$ cat src/rtl/fxd_div_pkg.sv
package fxd_div_pkg;

  typedef enum logic [1:0] {
    ST_IDLE = 2'd0,
    ST_RUN  = 2'd1,
    ST_FIN  = 2'd2
  } div_state_e;

  // Left shift applied to the dividend magnitude so that the integer
  // quotient carries QF fraction bits plus the guard bits.
  function automatic int num_shift(input bit sgn, input int wb, input int g);
    return sgn ? (wb - 1 + g) : (wb + g);
  endfunction

  // Round to nearest, ties to an even kept LSB.
  function automatic logic round_decide(input logic lsb, input logic first,
                                        input logic rest);
    return first & (lsb | rest);
  endfunction

endpackage

$ cat src/rtl/fxd_div_prep.sv
module fxd_div_prep #(
  parameter int WA  = 8,
  parameter int WB  = 8,
  parameter bit SGN = 1'b1
) (
  input  logic [WA-1:0] a_raw,
  input  logic [WB-1:0] b_raw,
  output logic [WA-1:0] a_mag,
  output logic [WB-1:0] b_mag,
  output logic          neg,
  output logic          b_zero
);
  assign b_zero = (b_raw == '0);

  generate
    if (SGN) begin : g_signed
      // Negating the most negative code yields 2^(W-1), which still fits
      // as an unsigned magnitude of width W.
      assign a_mag = a_raw[WA-1] ? (~a_raw + WA'(1)) : a_raw;
      assign b_mag = b_raw[WB-1] ? (~b_raw + WB'(1)) : b_raw;
      assign neg   = a_raw[WA-1] ^ b_raw[WB-1];
    end else begin : g_unsigned
      assign a_mag = a_raw;
      assign b_mag = b_raw;
      assign neg   = 1'b0;
    end
  endgenerate
endmodule

$ cat src/rtl/fxd_div_core.sv
module fxd_div_core #(
  parameter int WA = 8,
  parameter int WB = 8,
  parameter int SH = 10,
  parameter int NB = 18
) (
  input  logic          clk,
  input  logic          rst_n,
  input  logic          load,
  input  logic [WA-1:0] a_mag,
  input  logic [WB-1:0] b_mag,
  output logic          step,
  output logic          last,
  output logic [NB-1:0] quo,
  output logic          rem_nz
);
  localparam int CW = $clog2(NB + 1);

  logic [NB-1:0] num_sr;
  logic [NB-1:0] quo_sr;
  logic [WB-1:0] rem_r;
  logic [WB-1:0] den_r;
  logic [CW-1:0] cnt;
  logic          act;

  logic [WB:0]   trial;
  logic [WB:0]   diff;
  logic          fits;

  // Restoring step: bring down the next dividend bit, subtract if it fits.
  assign trial = {rem_r, num_sr[NB-1]};
  assign fits  = (trial >= {1'b0, den_r});
  assign diff  = trial - {1'b0, den_r};

  always_ff @(posedge clk or negedge rst_n) begin
    if (!rst_n) begin
      num_sr <= '0;
      quo_sr <= '0;
      rem_r  <= '0;
      den_r  <= '0;
      cnt    <= '0;
      act    <= 1'b0;
    end else if (load) begin
      num_sr <= NB'(a_mag) << SH;
      quo_sr <= '0;
      rem_r  <= '0;
      den_r  <= b_mag;
      cnt    <= CW'(NB);
      act    <= 1'b1;
    end else if (act) begin
      num_sr <= {num_sr[NB-2:0], 1'b0};
      quo_sr <= {quo_sr[NB-2:0], fits};
      rem_r  <= fits ? diff[WB-1:0] : trial[WB-1:0];
      cnt    <= cnt - CW'(1);
      if (cnt == CW'(1)) act <= 1'b0;
    end
  end

  assign step   = act;
  assign last   = act && (cnt == CW'(1));
  assign quo    = quo_sr;
  assign rem_nz = |rem_r;
endmodule

$ cat src/rtl/fxd_div_round.sv
module fxd_div_round #(
  parameter int NB  = 18,
  parameter int G   = 3,
  parameter int WQ  = 16,
  parameter bit RND = 1'b1
) (
  input  logic [NB-1:0] raw,
  input  logic          rem_nz,
  input  logic          neg,
  output logic [WQ-1:0] q
);
  import fxd_div_pkg::*;

  localparam int BW = NB - G;

  logic [BW-1:0] base;
  logic          inc;
  logic [WQ-1:0] mag;

  assign base = raw[NB-1:G];

  generate
    if (RND && (G > 0)) begin : g_round
      logic [G-1:0] grd;
      logic         rest;
      assign grd  = raw[G-1:0];
      // Shifting left inside G bits drops the first guard bit.
      assign rest = (|G'(grd << 1)) | rem_nz;
      assign inc  = round_decide(base[0], grd[G-1], rest);
    end else begin : g_trunc
      logic unused_rnd;
      assign unused_rnd = rem_nz ^ (^raw);
      assign inc        = 1'b0;
    end
  endgenerate

  assign mag = WQ'(base) + WQ'(inc);
  assign q   = neg ? (~mag + WQ'(1)) : mag;
endmodule

$ cat src/rtl/fxd_div.sv
module fxd_div #(
  parameter int A_INT       = 4,
  parameter int A_FRAC      = 4,
  parameter int B_INT       = 4,
  parameter int B_FRAC      = 4,
  parameter bit SIGNED_MODE = 1'b1,
  parameter int GUARD       = 3,
  parameter bit ROUND_EN    = 1'b1
) (
  input  logic                                  clk,
  input  logic                                  rst_n,
  input  logic                                  start,
  input  logic [A_INT+A_FRAC-1:0]               dividend,
  input  logic [B_INT+B_FRAC-1:0]               divisor,
  output logic                                  busy,
  output logic                                  done,
  output logic                                  div_by_zero,
  output logic [A_INT+A_FRAC+B_INT+B_FRAC-1:0]  quotient
);
  import fxd_div_pkg::*;

  localparam int WA = A_INT + A_FRAC;
  localparam int WB = B_INT + B_FRAC;
  localparam int WQ = WA + WB;
  localparam int SH = num_shift(SIGNED_MODE, WB, GUARD);
  localparam int NB = WA + SH;
  localparam logic [WQ-1:0] MAXPOS =
    SIGNED_MODE ? {1'b0, {(WQ-1){1'b1}}} : {WQ{1'b1}};

  logic [WA-1:0] a_mag;
  logic [WB-1:0] b_mag;
  logic          op_neg;
  logic          b_zero;
  logic          core_load;
  logic          core_step;
  logic          core_last;
  logic [NB-1:0] core_quo;
  logic          core_rem_nz;
  logic [WQ-1:0] rnd_q;

  div_state_e    state;
  logic          neg_q;
  logic          busy_q;
  logic          done_q;
  logic          dbz_q;
  logic [WQ-1:0] quo_q;

  fxd_div_prep #(.WA(WA), .WB(WB), .SGN(SIGNED_MODE)) u_prep (
    .a_raw  (dividend),
    .b_raw  (divisor),
    .a_mag  (a_mag),
    .b_mag  (b_mag),
    .neg    (op_neg),
    .b_zero (b_zero)
  );

  assign core_load = (state == ST_IDLE) && start && !b_zero;

  fxd_div_core #(.WA(WA), .WB(WB), .SH(SH), .NB(NB)) u_core (
    .clk    (clk),
    .rst_n  (rst_n),
    .load   (core_load),
    .a_mag  (a_mag),
    .b_mag  (b_mag),
    .step   (core_step),
    .last   (core_last),
    .quo    (core_quo),
    .rem_nz (core_rem_nz)
  );

  fxd_div_round #(.NB(NB), .G(GUARD), .WQ(WQ), .RND(ROUND_EN)) u_round (
    .raw    (core_quo),
    .rem_nz (core_rem_nz),
    .neg    (neg_q),
    .q      (rnd_q)
  );

  always_ff @(posedge clk or negedge rst_n) begin
    if (!rst_n) begin
      state  <= ST_IDLE;
      neg_q  <= 1'b0;
      busy_q <= 1'b0;
      done_q <= 1'b0;
      dbz_q  <= 1'b0;
      quo_q  <= '0;
    end else begin
      done_q <= 1'b0;
      dbz_q  <= 1'b0;
      unique case (state)
        ST_IDLE: begin
          if (start) begin
            if (b_zero) begin
              quo_q  <= MAXPOS;
              done_q <= 1'b1;
              dbz_q  <= 1'b1;
            end else begin
              neg_q  <= op_neg;
              busy_q <= 1'b1;
              state  <= ST_RUN;
            end
          end
        end
        ST_RUN: begin
          if (core_last) state <= ST_FIN;
        end
        ST_FIN: begin
          quo_q  <= rnd_q;
          done_q <= 1'b1;
          busy_q <= 1'b0;
          state  <= ST_IDLE;
        end
        default: state <= ST_IDLE;
      endcase
    end
  end

  assign busy        = busy_q;
  assign done        = done_q;
  assign div_by_zero = dbz_q;
  assign quotient    = quo_q;
endmodule

$ cat config.mk
export PLATFORM = sky130hd
export DESIGN_NAME = fxd_div
export DESIGN_NICKNAME = d
export VERILOG_FILES = /design/src/rtl/fxd_div_pkg.sv /design/src/rtl/fxd_div_prep.sv /design/src/rtl/fxd_div_core.sv /design/src/rtl/fxd_div_round.sv /design/src/rtl/fxd_div.sv
export SDC_FILE = /design/constraint.sdc
export NUM_CORES = 1
export LEC_CHECK = 0
export ABC_AREA = 1
export BUFFER_PORTS_ARGS = -buffer_cell sky130_fd_sc_hd__clkbuf_2
export CORE_MARGIN = 4
export CORE_UTILIZATION = 50
export DETAILED_ROUTE_END_ITERATION = 7
export PLACE_DENSITY_LB_ADDON = 0.05
export SYNTH_ARGS = -nofsm -noshare
export SYNTH_HDL_FRONTEND = slang
export SYNTH_SLANG_ARGS = --single-unit
$ cat constraint.sdc
create_clock -name clk -period 2.6 [get_ports clk]
set_input_delay 0.52 -clock clk [delete_from_list [all_inputs] [get_ports clk]]
set_output_delay 0.52 -clock clk [all_outputs]
set_load 0.05 [all_outputs]
* Word-level counts from Yosys, hierarchy flattened *
Cells that the tools add are included.

word-level totals
  bits in registers = 80
  output and inout bits = 19
  logic and storage cells = 77
  bits of input ports = 19

operators by class
  add/sub/neg operators = 6
  bitwise logic cells = 8
  order comparisons = 1
  reductions and logical operators = 14
  muxes and demuxes = 29
  equal/unequal tests = 7

operators with widths
  cell                                                  number
  two-way mux 18 bit                                    4
  two-way mux 16 bit                                    3
  two-way mux 8 bit                                     5
  case mux 16 bit (2 select lines)                      1
  adder 15 x 1 -> 16 bit                                1
  adder 16 x 1 -> 16 bit (second input constant)        1
  adder 8 x 1 -> 8 bit (second input constant)          2
  NOT 16 bit                                            1
  NOT 8 bit                                             2
  AND reduction 3 bit                                   4
  two-way mux 5 bit                                     2
  greater-or-equal comparator 9 x 8 -> 1 bit            1
  logical NOT 8 bit                                     1
  two-way mux 1 bit                                     8
  != test 2 bit (second input constant)                 4
  OR reduction 8 bit                                    1
  subtractor 8 bit                                      1
  two-way mux 2 bit                                     3
  equality test 5 x 1 -> 1 bit (second input constant)  1
  subtractor 5 x 1 -> 5 bit (second input constant)     1
  case mux 1 bit (2 select lines)                       2
  case mux 2 bit (2 select lines)                       1
  nonzero test 2 bit                                    2
  logical AND 1 bit                                     3
  9 further kinds                                       10

* Depth between registers and ports, before layout *
Gate-level depths: netlist of the first run.

  depth after elaboration = 9
  mapped depth = 18
  depth with buffers taken out = 18

* Cells and area by module *
A second synthesis of the first run with hierarchy kept.

unflattened totals
  cell total of the unflattened synthesis = 706
  area total of the unflattened synthesis = 4919.7 µm²

modules (own cells, without submodules)
  module         area an instance (µm²)  cells each  times used  seq. area each (µm²)
  fxd_div_core   2462.4                  297         1           1201.2
  fxd_div        1068.5                  129         1           550.5
  fxd_div_round  1004.7                  201         1           0.0
  fxd_div_prep   384.1                   79          1           0.0

* Worst setup path after synthesis of the first run *
Ideal clock, no wire load.

  kind = register to register
  from = register u_core.rem_r[1]
  to = register quo_q[14] (netlist: quotient[14])
  arrival time = 1.857 ns
  setup slack = 0.630 ns
  cell stages (with the launch flop) = 18
  required time = 2.487 ns
  library setup time = 0.113 ns
  period minus slack after synthesis = 1.970 ns
  buffers on the path = 0
  path through = dfrtp_1 > or2_1 > nor2_1 > nand2_1 > nand3_1 > and2_1 > ha_1 > inv_1 > nor2_1 > nand3_1 > nor2_2 > nand2_2 > nand2_2 > nand2_1 > nand2_1 > nand3_1 > nand2_1 > inv_1

between the ends
  word-level cells in the longest chain between the ends = 9

ends and longest elaborated chain
  item                                RTL line             RTL
  from (decl)                         fxd_div_core.sv:21   logic [WB-1:0] rem_r;
  from (signal assigned)              fxd_div_core.sv:53   rem_r <= fits ? diff[WB-1:0] : trial[WB-1:0];
  OR reduction 8 bit *                fxd_div_core.sv:62   assign rem_nz = |rem_r;
  OR 1 bit *                          fxd_div_round.sv:28  assign rest = (|G'(grd << 1)) | rem_nz;
  OR 1 bit *                          fxd_div_pkg.sv:18    return first & (lsb | rest);
  AND 1 bit *                         fxd_div_pkg.sv:18
  adder 15 x 1 -> 16 bit *            fxd_div_round.sv:37  assign mag = WQ'(base) + WQ'(inc);
  NOT 16 bit                          fxd_div_round.sv:38  assign q = neg ? (~mag + WQ'(1)) : mag;
  adder 16 x 1 -> 16 bit              fxd_div_round.sv:38
  two-way mux 16 bit *                fxd_div_round.sv:38
  case mux 16 bit (2 select lines) *  fxd_div.sv:89        unique case (state)
  to (signal assigned)                fxd_div.sv:107       quo_q <= rnd_q;
  to (decl)                           fxd_div.sv:46        logic [WQ-1:0] quo_q;

Every way passes the cells marked *; elsewhere a longest branch is shown, timed or not.
A chain may end at the register's enable or synchronous reset.

* Worst setup path after layout of the first run *
Same ends and word-level chain as after synthesis.

==> results of run 1 <==
-- logic make-up after synthesis --
kind of cell | count (synthesis) | share of synthesized area
simple gates | 266 | 0.291
compound gates | 96 | 0.133
flops | 70 | 0.406
buf+inv | 95 | 0.0917
xor+xnor | 16 | 0.0325
fa+ha+maj | 15 | 0.0453
-- layout make-up --
cell class	count	share of cell area
timing repair buffer	43	0.0534
multi-input combinational	393	0.453
sequential	70	0.366
clock buffer	13	0.0353
inverter	81	0.0638
clock inverter	1	0.00105
tap	105	0.0275
-- stage by stage --
step | worst slack, ns | util | cells | power (uW) | hold WS (ns)
6_report | 0.390 | 0.576 | 706 | 6090 | 0.200
3_3_place_gp | 0.435 | 0.555 | 692 | 5260 | 0.466
5_1_grt | 0.124 | 0.576 | 706 | 6660 | 0.241
2_1_floorplan | 0.630 | - | 558 | 4580 | 0.224
4_1_cts | 0.380 | 0.576 | 706 | 6140 | 0.213
3_5_place_dp | 0.371 | 0.555 | 692 | 5330 | 0.477
-- worst max-delay path, stage by stage (launching register included) --
cell and delay, ns:
dfrtp_1 0.42, or2_1 0.24, nor2_1 0.08, nand2_1 0.07
nand3_1 0.08, and2_1 0.17, ha_1 0.18, inv_1 0.07
nor2_1 0.10, nand3_1 0.10, nor2_2 0.18, nand2_2 0.09
nand2_2 0.07, nand2_1 0.05, nand2_1 0.05, nand3_1 0.06
nand2_1 0.07, inv_1 0.03
-- sequential cells by signal, summed over array words and instances (netlist names), 2 cells and up --
name           flops
u_core.rem_r       8
u_core.cnt         5
quotient          16
state              2
u_core.quo        18
u_core.den_r       8
u_core.num_sr      8
-- cell usage after synthesis (all sizes together) --
master	count	area [sq um]
a21oi	18	93.8
a22oi	1	7.51
a31oi	7	43.8
and2	1	6.26
buf	9	57.6
clkbuf	5	32.5
clkinv	2	8.75
dfrtp	70	1750
fa	1	20.0
ha	14	175
inv	79	297
nand2	139	577
nand3	35	190
nand3b	5	37.5
nand4	6	43.8
nor2	67	325
nor3	8	45.0
nor4	1	6.26
o211ai	7	52.6
o21ai	36	191
o221ai	5	43.8
o22ai	20	125
o31ai	2	15.0
or2	4	25.0
xnor2	4	35.0
xor2	12	105
-- power breakdown --
part           switching [uW]  leakage [uW]  total (uW)  internal (uW)
Combinational            2240       0.00138        3420           1190
Sequential                322      0.000842        1860           1540
Clock                     388     0.0000914         802            414
-- metal layers --
layer | part of all wire | GRT usage
met1 | 0.43 | 0.231
met2 | 0.52 | 0.362
met3 | 0.034 | 0.0284
met4 | 0.015 | 0.0611
met5 | 0 | 0
-- final timing paths --
path	start	endpoint	slack (ns)	depth (start not counted)
max reg2reg	u_core.rem_r[1]	quotient[14]	0.39	17
min reg2reg	quotient[15]	quotient[15]	0.49	2
max	u_core.rem_r[1]	quotient[14]	0.39	17
max in group asynchronous	rst_n	state[0]	1.74	2
min	rst_n	quotient[10]	0.20	1
min in group clk	divisor[0]	u_core.den_r[0]	0.48	3
==> qor.csv, run 1 <==
metric,value,unit
critPathMaxFanout,4,
place_hpwl,7060,um
hold_viol,0,
leakage,0.00231,uW
worstPathRequired,2.84,ns
maxCapViolCount,0,
grt_max_degree,45,
syn_area_per_cell,7.73,sq um
via_per_inst,5.20,
clk_latency,0.34,ns
layout.nets,632,
rsz0062_at_grt,false,
grt_pass1_vias,3635,
tns,0,ns
syn_nets,592,
drtAntennaViolNets,0,
die_area,10200,sq um
yosys_warnings,0,
postCtsResizedCells,0,
fillers,796,
tightest_slew,0.639,ns
overflow,0,
dieHeight,101,um
cts_tree,yes,
drive_gt1_frac,0.168,
wl_per_cell,13.1,um
diodes,0,
clk_path_buf_depth,2,
pin_count,38,
cts-buffers-inserted,9,
design.core.area,8300,sq um
setup_viol,0,
initial_core_util,0.520,
vias,3673,
final_common_cell,nand2_1,
portBuffers,37,
drt_first_pass_iters,4,
multi_input_area,2160,sq um
vdd_ir_drop_max,0.583,mV
seqCellArea,1750,sq um
track_usage,0.196,
grt_first_pass_wirelength,16100,um
clock_skew,0.0150,ns
dpl_cell_area,4610,sq um
final_area,4780,sq um
powerDensity,1270,nW/um^2
endpoint_kind,flop,
holdBufCountCts,0,
arrival,2.45,ns
final_cell_mix,"nand2_1, inv_1, dfrtp_1, nor2_1, clkbuf_2",
drc,0,
ctsRootBufferMaster,clkbuf_8,
report.final.slew_viol_count,0,
ys_seq_elements,70,
drt-total-wl,9230,um
period_needed,2.21,ns
fp-row-count,33,
worstHoldPathType,input pin to async pin,
postCtsSetupRepairBufs,0,
slew_headroom,0.574,
h-tree-depth,3,
fmax,0.453,GHz
fin_crit_sh,0.850,
ys_seq_area_frac,0.406,
drtIter0Drc,163,
critPathKind,flop to flop,
die_width,101,um
status,"finished, final reports clean",
syn_to_final_growth,10.9,%
syn-cell-area,4310,sq um
place.gp.congestion,0.909,
antenna_found_initial,0,
clk_pin_slew,0.08,ns
startpoint_type,flop,
synth_cell_types,45,
netlist_instances,558,
cts_sinks,70,
(Power assumes the default switching activity.)
==> run 2, diff against run 1 <==
clock period = 1.94 ns   (was 2.6 ns; I/O delays follow)
==> run 2 against run 1 <==
Combinational power rose by 91%; setup slack got worse by 0.47 ns; die area did not move; global-route usage rose by 1.9 points; sequential power rose by 34%; core utilization rose by 8.4 points; clock skew fell by 0.0067 ns; power rose by 66%; the flow now finishes with violations (negative setup slack).
==> qor.csv, run 2 (synthesis results as in run 1) <==
metric,value,unit,change
tightest_slew,0.361,ns,-0.277 ns
portBuffers,37,,unchanged
die_area,10200,sq um,unchanged
rsz0062_at_grt,true,,
vias,3948,,+7.5%
hold_viol,0,,unchanged
powerDensity,1850,nW/um^2,+45%
vdd_ir_drop_max,1.18,mV,+100%
dpl_cell_area,4940,sq um,+7.3%
dieHeight,101,um,unchanged
cts_tree,yes,,
design.core.area,8300,sq um,unchanged
period_needed,2.02,ns,-0.192 ns
drtIter0Drc,125,,-23%
critPathKind,flop to flop,,
violations,negative setup slack,,
place_hpwl,7420,um,+5.1%
drtAntennaViolNets,0,,unchanged
final_cell_mix,"nand2_1, inv_1, dfrtp_1, buf_4, nor2_1",,
startpoint_type,flop,,
fin_crit_sh,1.04,,+0.190
final_area,5480,sq um,+14%
clk_path_buf_depth,2,,unchanged
holdBufCountCts,0,,unchanged
status,finished with violations,,
via_per_inst,5.19,,-0.15%
slew_headroom,0.757,,+0.183
track_usage,0.214,,+0.0186
layout.nets,686,,+8.5%
largest_reg_flops,18,,unchanged
syn_to_final_growth,27.0,%,
worstPathRequired,2.20,ns,-0.64 ns
critPathMaxFanout,8,,+4
clk_pin_slew,0.07,ns,about the same
maxCapViolCount,0,,unchanged
final_common_cell,nand2_1,,
leakage,0.00261,uW,+13%
setup_viol,7,,+7
wl_per_cell,13.4,um,+2.5%
arrival,2.28,ns,-0.17 ns
overflow,0,,unchanged
utilization,0.660,,+0.0835
cts-buffers-inserted,9,,unchanged
drc,0,,unchanged
grt_first_pass_wirelength,17600,um,+9.7%
diodes,0,,unchanged
fin_ws,-0.0783,ns,-0.468 ns
report.final.slew_viol_count,0,,unchanged
drive_gt1_frac,0.307,,+0.139
grt_max_degree,71,,+58%
fp-row-count,33,,unchanged
fmax,0.495,GHz,+9.5%
drt_first_pass_iters,5,,+1
grt_pass1_vias,4023,,+11%
drt-total-wl,10200,um,+10%
antenna_found_initial,0,,unchanged
place.gp.congestion,0.845,,-7.1%
endpoint_kind,flop,,
worstHoldPathType,input pin to async pin,,
clock_skew,0.00831,ns,-0.00665 ns
clk_latency,0.34,ns,about the same
h-tree-depth,3,,unchanged
initial_core_util,0.520,,unchanged
ctsRootBufferMaster,clkbuf_8,,
die_width,101,um,unchanged
cts_sinks,70,,unchanged
pin_count,38,,unchanged
-- run 2: changes by cell type in the layout (fill, tap and decap cells not counted), sizes merged --
cell / before / now
buf: 7 / 60
nand2: 139 / 140
-- run 2: metrics by stage --
step / hold slack (ns) / power [uW] / setup slack, ns / std cells / TNS (ns)
detailed placement: 0.445 / 7880 / -0.131 / 733 / -1.58
global placement: 0.441 / 7770 / -0.0649 / 733 / -0.361
CTS: 0.0742 / 9210 / -0.0543 / 751 / -0.115
finish: 0.0681 / 10100 / -0.0783 / 760 / -0.294
floorplan: 0.0924 / 6190 / 0.00131 / 558 / 0
global route: 0.0884 / 11000 / -0.243 / 760 / -2.58
-- run 2: worst paths after layout --
kind                                      start           endpoint  slack [ns]  depth (start not counted)
min in group clk                     divisor[0]    u_core.den_r[0]        0.34                          3
worst min-delay path                      rst_n     u_core.quo[15]        0.07                          2
max in group asynchronous                 rst_n  u_core.num_sr[14]        1.58                          2
worst max-delay path            u_core.rem_r[5]    u_core.rem_r[5]       -0.08                         12
worst max register to register  u_core.rem_r[5]    u_core.rem_r[5]       -0.08                         12
worst min register to register     quotient[15]       quotient[15]        0.48                          2
-- run 2: power by group --
part | total [uW] | internal, uW | switching, uW
Clock | 1090 | 555 | 533
Combinational | 6540 | 2830 | 3710
Sequential | 2500 | 2060 | 440
Total | 10100 | 5450 | 4680
-- run 2: worst max-delay path, stage by stage (launching register included) --
cell and delay (ns):
dfrtp_1 0.40, buf_4 0.14, buf_6 0.12, ha_4 0.28, nand2_2 0.05, nor2_1 0.08, nand2_1 0.06, o211ai_1 0.14
nand2_2 0.17, nand2_4 0.17, buf_6 0.11, o21ai_2 0.04, o21ai_1 0.16
-- run 2: timing repair --
| item | CTS | global route |
|---|---|---|
| buffers inserted | 3 | 10 |
| pin swaps | 8 | 14 |
| resized for setup | 8 | 54 |
| endpoints found under the setup margin | 15 | 21 |
| cloned | 1 | 0 |
-- run 2: cell type report --
type | instances | area (sq um)
Multi-Input combinational cell | 394 | 2430
Sequential cell | 70 | 1750
Clock inverter | 1 | 5.00
Tap cell | 105 | 131
Inverter | 81 | 308
Fill cell | 726 | 2820
Clock buffer | 13 | 169
Timing Repair Buffer | 96 | 677
-- run 2: metal layers --
metal / global-route usage / share of wire
met1: 0.250 / 0.42
met5: 0 / 0
met3: 0.0318 / 0.032
met4: 0.0819 / 0.017
met2: 0.392 / 0.53
==> run 3, diff against run 2 <==
SKIP_CTS_REPAIR_TIMING = 1   (was unset)
SYNTH_HIERARCHICAL = 1   (was unset)
==> run 3 against run 2 <==
The run still ends with negative setup slack left; via count increased by 17%; register-to-register slack lost 0.25 ns; fmax is 11% lower; synthesized cell count up 27%; setup slack lost 0.25 ns; final cell count is 22% higher; critical path type unchanged.
==> qor.csv, run 3 <==
metric,value,unit,change
status,finished with violations,,
violations,negative setup slack,,
fp-row-count,35,,+6.1%
drt_first_pass_iters,5,,unchanged
synth.area.mux_share,0,,unchanged
syn_area_per_cell,6.97,sq um,-9.8%
clk_path_buf_depth,2,,unchanged
die_width,107,um,+6.3%
diodes,0,,unchanged
dpl_cell_area,5570,sq um,+13%
grt_first_pass_wirelength,19200,um,+9.0%
drtAntennaViolNets,0,,unchanged
ctsRootBufferMaster,clkbuf_8,,
synth-edff-count,0,,unchanged
syn-cell-area,4920,sq um,+14%
grt_pass1_vias,4340,,+7.9%
hold_viol,0,,unchanged
worstHoldPathType,input pin to async pin,,
yosys-top-cells-area,"dfrtp_1, nand2_1, inv_1",,
clk_latency,0.35,ns,about the same
async_reset_ff_frac,1.00,,unchanged
largest_reg_flops,18,,unchanged
drt-total-wl,11400,um,+12%
die_area,11500,sq um,+13%
synth_top_family_by_area,simple AND/OR/NAND/NOR gates,,
yosys_warnings,6,,+6
dieHeight,107,um,+6.3%
h-tree-depth,3,,unchanged
clk_pin_slew,0.08,ns,about the same
yosys.area_share.simple,0.378,,+0.0868
startpoint_type,flop,,
setup_viol,12,,+5
powerDensity,1720,nW/um^2,-7.3%
final_cell_mix,"nand2_1, inv_1, dfrtp_1, nand3_1, buf_4",,
rsz0062_at_grt,true,,
design.core.area,9420,sq um,+13%
synth_compound_area_frac,0.0722,,-0.0607
clock_skew,0.0161,ns,+0.00776 ns
fin_crit_sh,1.17,,+0.128
ys_seq_area_frac,0.356,,-0.0502
tns,-2.03,ns,-1.74 ns
tightest_slew,0.510,ns,+0.149 ns
place.gp.congestion,0.829,,-1.8%
slowest_stage,dfrtp_1,,
maxCapViolCount,0,,unchanged
synth.most_common_cell,nand2_1,,
utilization,0.643,,-0.0165
pin_count,38,,unchanged
portBuffers,37,,unchanged
grt_max_degree,71,,unchanged
synthTopCellsByCount,"nand2_1, inv_1, dfrtp_1",,
netlist_instances,706,,+27%
vias,4630,,+17%
layout.nets,827,,+21%
report.final.slew_viol_count,0,,unchanged
yosysTopAreaCell,dfrtp_1,,
via_per_inst,5.00,,-3.7%
initial_core_util,0.523,,+0.00300
synth_top_area_frac,0.356,,-0.0502
drtIter0Drc,214,,+71%
period_needed,2.27,ns,+0.248 ns
worstPathRequired,2.19,ns,about the same
track_usage,0.203,,-0.0111
ys_seq_elements,70,,unchanged
leakage,0.00323,uW,+24%
endpoint_kind,flop,,
overflow,0,,unchanged
cts_sinks,70,,unchanged
critPathKind,flop to flop,,
fin_ws,-0.326,ns,-0.248 ns
slowest_delay,0.41,ns,about the same
synth_fa_ha_area_frac,0.0397,,-0.00560
critPathTopFamily,simple AND/OR/NAND/NOR gates,,
place_hpwl,8340,um,+12%
syn_nets,740,,+25%
fmax,0.441,GHz,-11%
drc,0,,unchanged
critPathMaxFanout,4,,-4
cts-buffers-inserted,9,,unchanged
vdd_ir_drop_max,1.06,mV,-11%
crit_top_cell,nand2_1,,
path_cells,"nor4_2, nand2_1, inv_1, nand2_1, nand3_2, nand2_2, inv_2, ha_4, nand2_2, nor2_2, nand3_2, o21ai_4, xnor2_2, inv_1, inv_1, nand2_1, nand2_1, nand2_1",,
arrival,2.51,ns,+0.23 ns
drive_gt1_frac,0.260,,-0.0471
cts_tree,yes,,
final_area,6060,sq um,+11%
yosys_most_used_dff,dfrtp_1,,
antenna_found_initial,0,,unchanged
final_common_cell,nand2_1,,
critical_path_buf_inv_count,4,,+1
pre_cts_ws,-0.316,ns,-0.185 ns
fillers,861,,+19%
synth_cell_types,42,,-6.7%
yosys.area_share.xor_xnor,0.0267,,-0.00580
slew_headroom,0.660,,-0.0974
wl_per_cell,12.4,um,-7.8%
syn_to_final_growth,23.1,%,
[run 3: path summary, 6_finish.rpt]
path	startpoint	slack (ns)	end	cells past startpoint
min reg2reg	busy	0.47	busy	2
max in group asynchronous	rst_n	1.60	state[1]	2
min	rst_n	0.04	u_core/quo[15]	2
max reg2reg	u_core/rem_r[0]	-0.33	quotient[8]	18
min in group clk	dividend[0]	0.28	u_core/num_sr[10]	3
max	u_core/rem_r[0]	-0.33	quotient[8]	18
[run 3: through the flow]
stage	power, uW	hold slack [ns]	instances
6_report	10400	0.0370	926
5_1_grt	11400	0.0732	926
4_1_cts	9670	0.0587	917
3_5_place_dp	8310	0.440	902
3_3_place_gp	8200	0.441	902
2_1_floorplan	6730	0.0924	706
[run 3: layout make-up]
class / count / area [sq um] / share of cell area
Clock inverter: 5 / 83.8 / 0.0138
Inverter: 126 / 483 / 0.0798
Sequential cell: 70 / 1750 / 0.289
Clock buffer: 10 / 138 / 0.0227
Multi-Input combinational cell: 493 / 2780 / 0.459
Tap cell: 129 / 161 / 0.0267
Timing Repair Buffer: 93 / 659 / 0.109
[run 3: kinds of logic (layout without fill, tap and decap cells)]
logic type	after synthesis	count (layout)
adder cells (fa/ha/maj)	15	15
XOR/XNOR	15	15
flip-flops	70	70
AND/OR/NAND/NOR	399	402
buffers and inverters	146	234
AO/OA/AOI/OAI	61	61
[run 3: per-layer routing]
| metal | routed length, um | up-vias | share of wire | global-route usage |
|---|---|---|---|---|
| li1 | - | 2380 | - | - |
| met2 | 5990 | 84 | 0.52 | 0.360 |
| met5 | 0 | - | 0 | 0 |
| met4 | 124 | 0 | 0.011 | 0.0511 |
| met1 | 4950 | 2154 | 0.43 | 0.253 |
| met3 | 382 | 12 | 0.033 | 0.0379 |
[run 3: power by group]
part	internal, uW	total [uW]	leakage [uW]	switching (uW)
logic	2620	6550	0.00224	3930
registers	2050	2510	0.000887	464
clock network	754	1320	0.000105	565
total	5430	10400	0.00323	4960
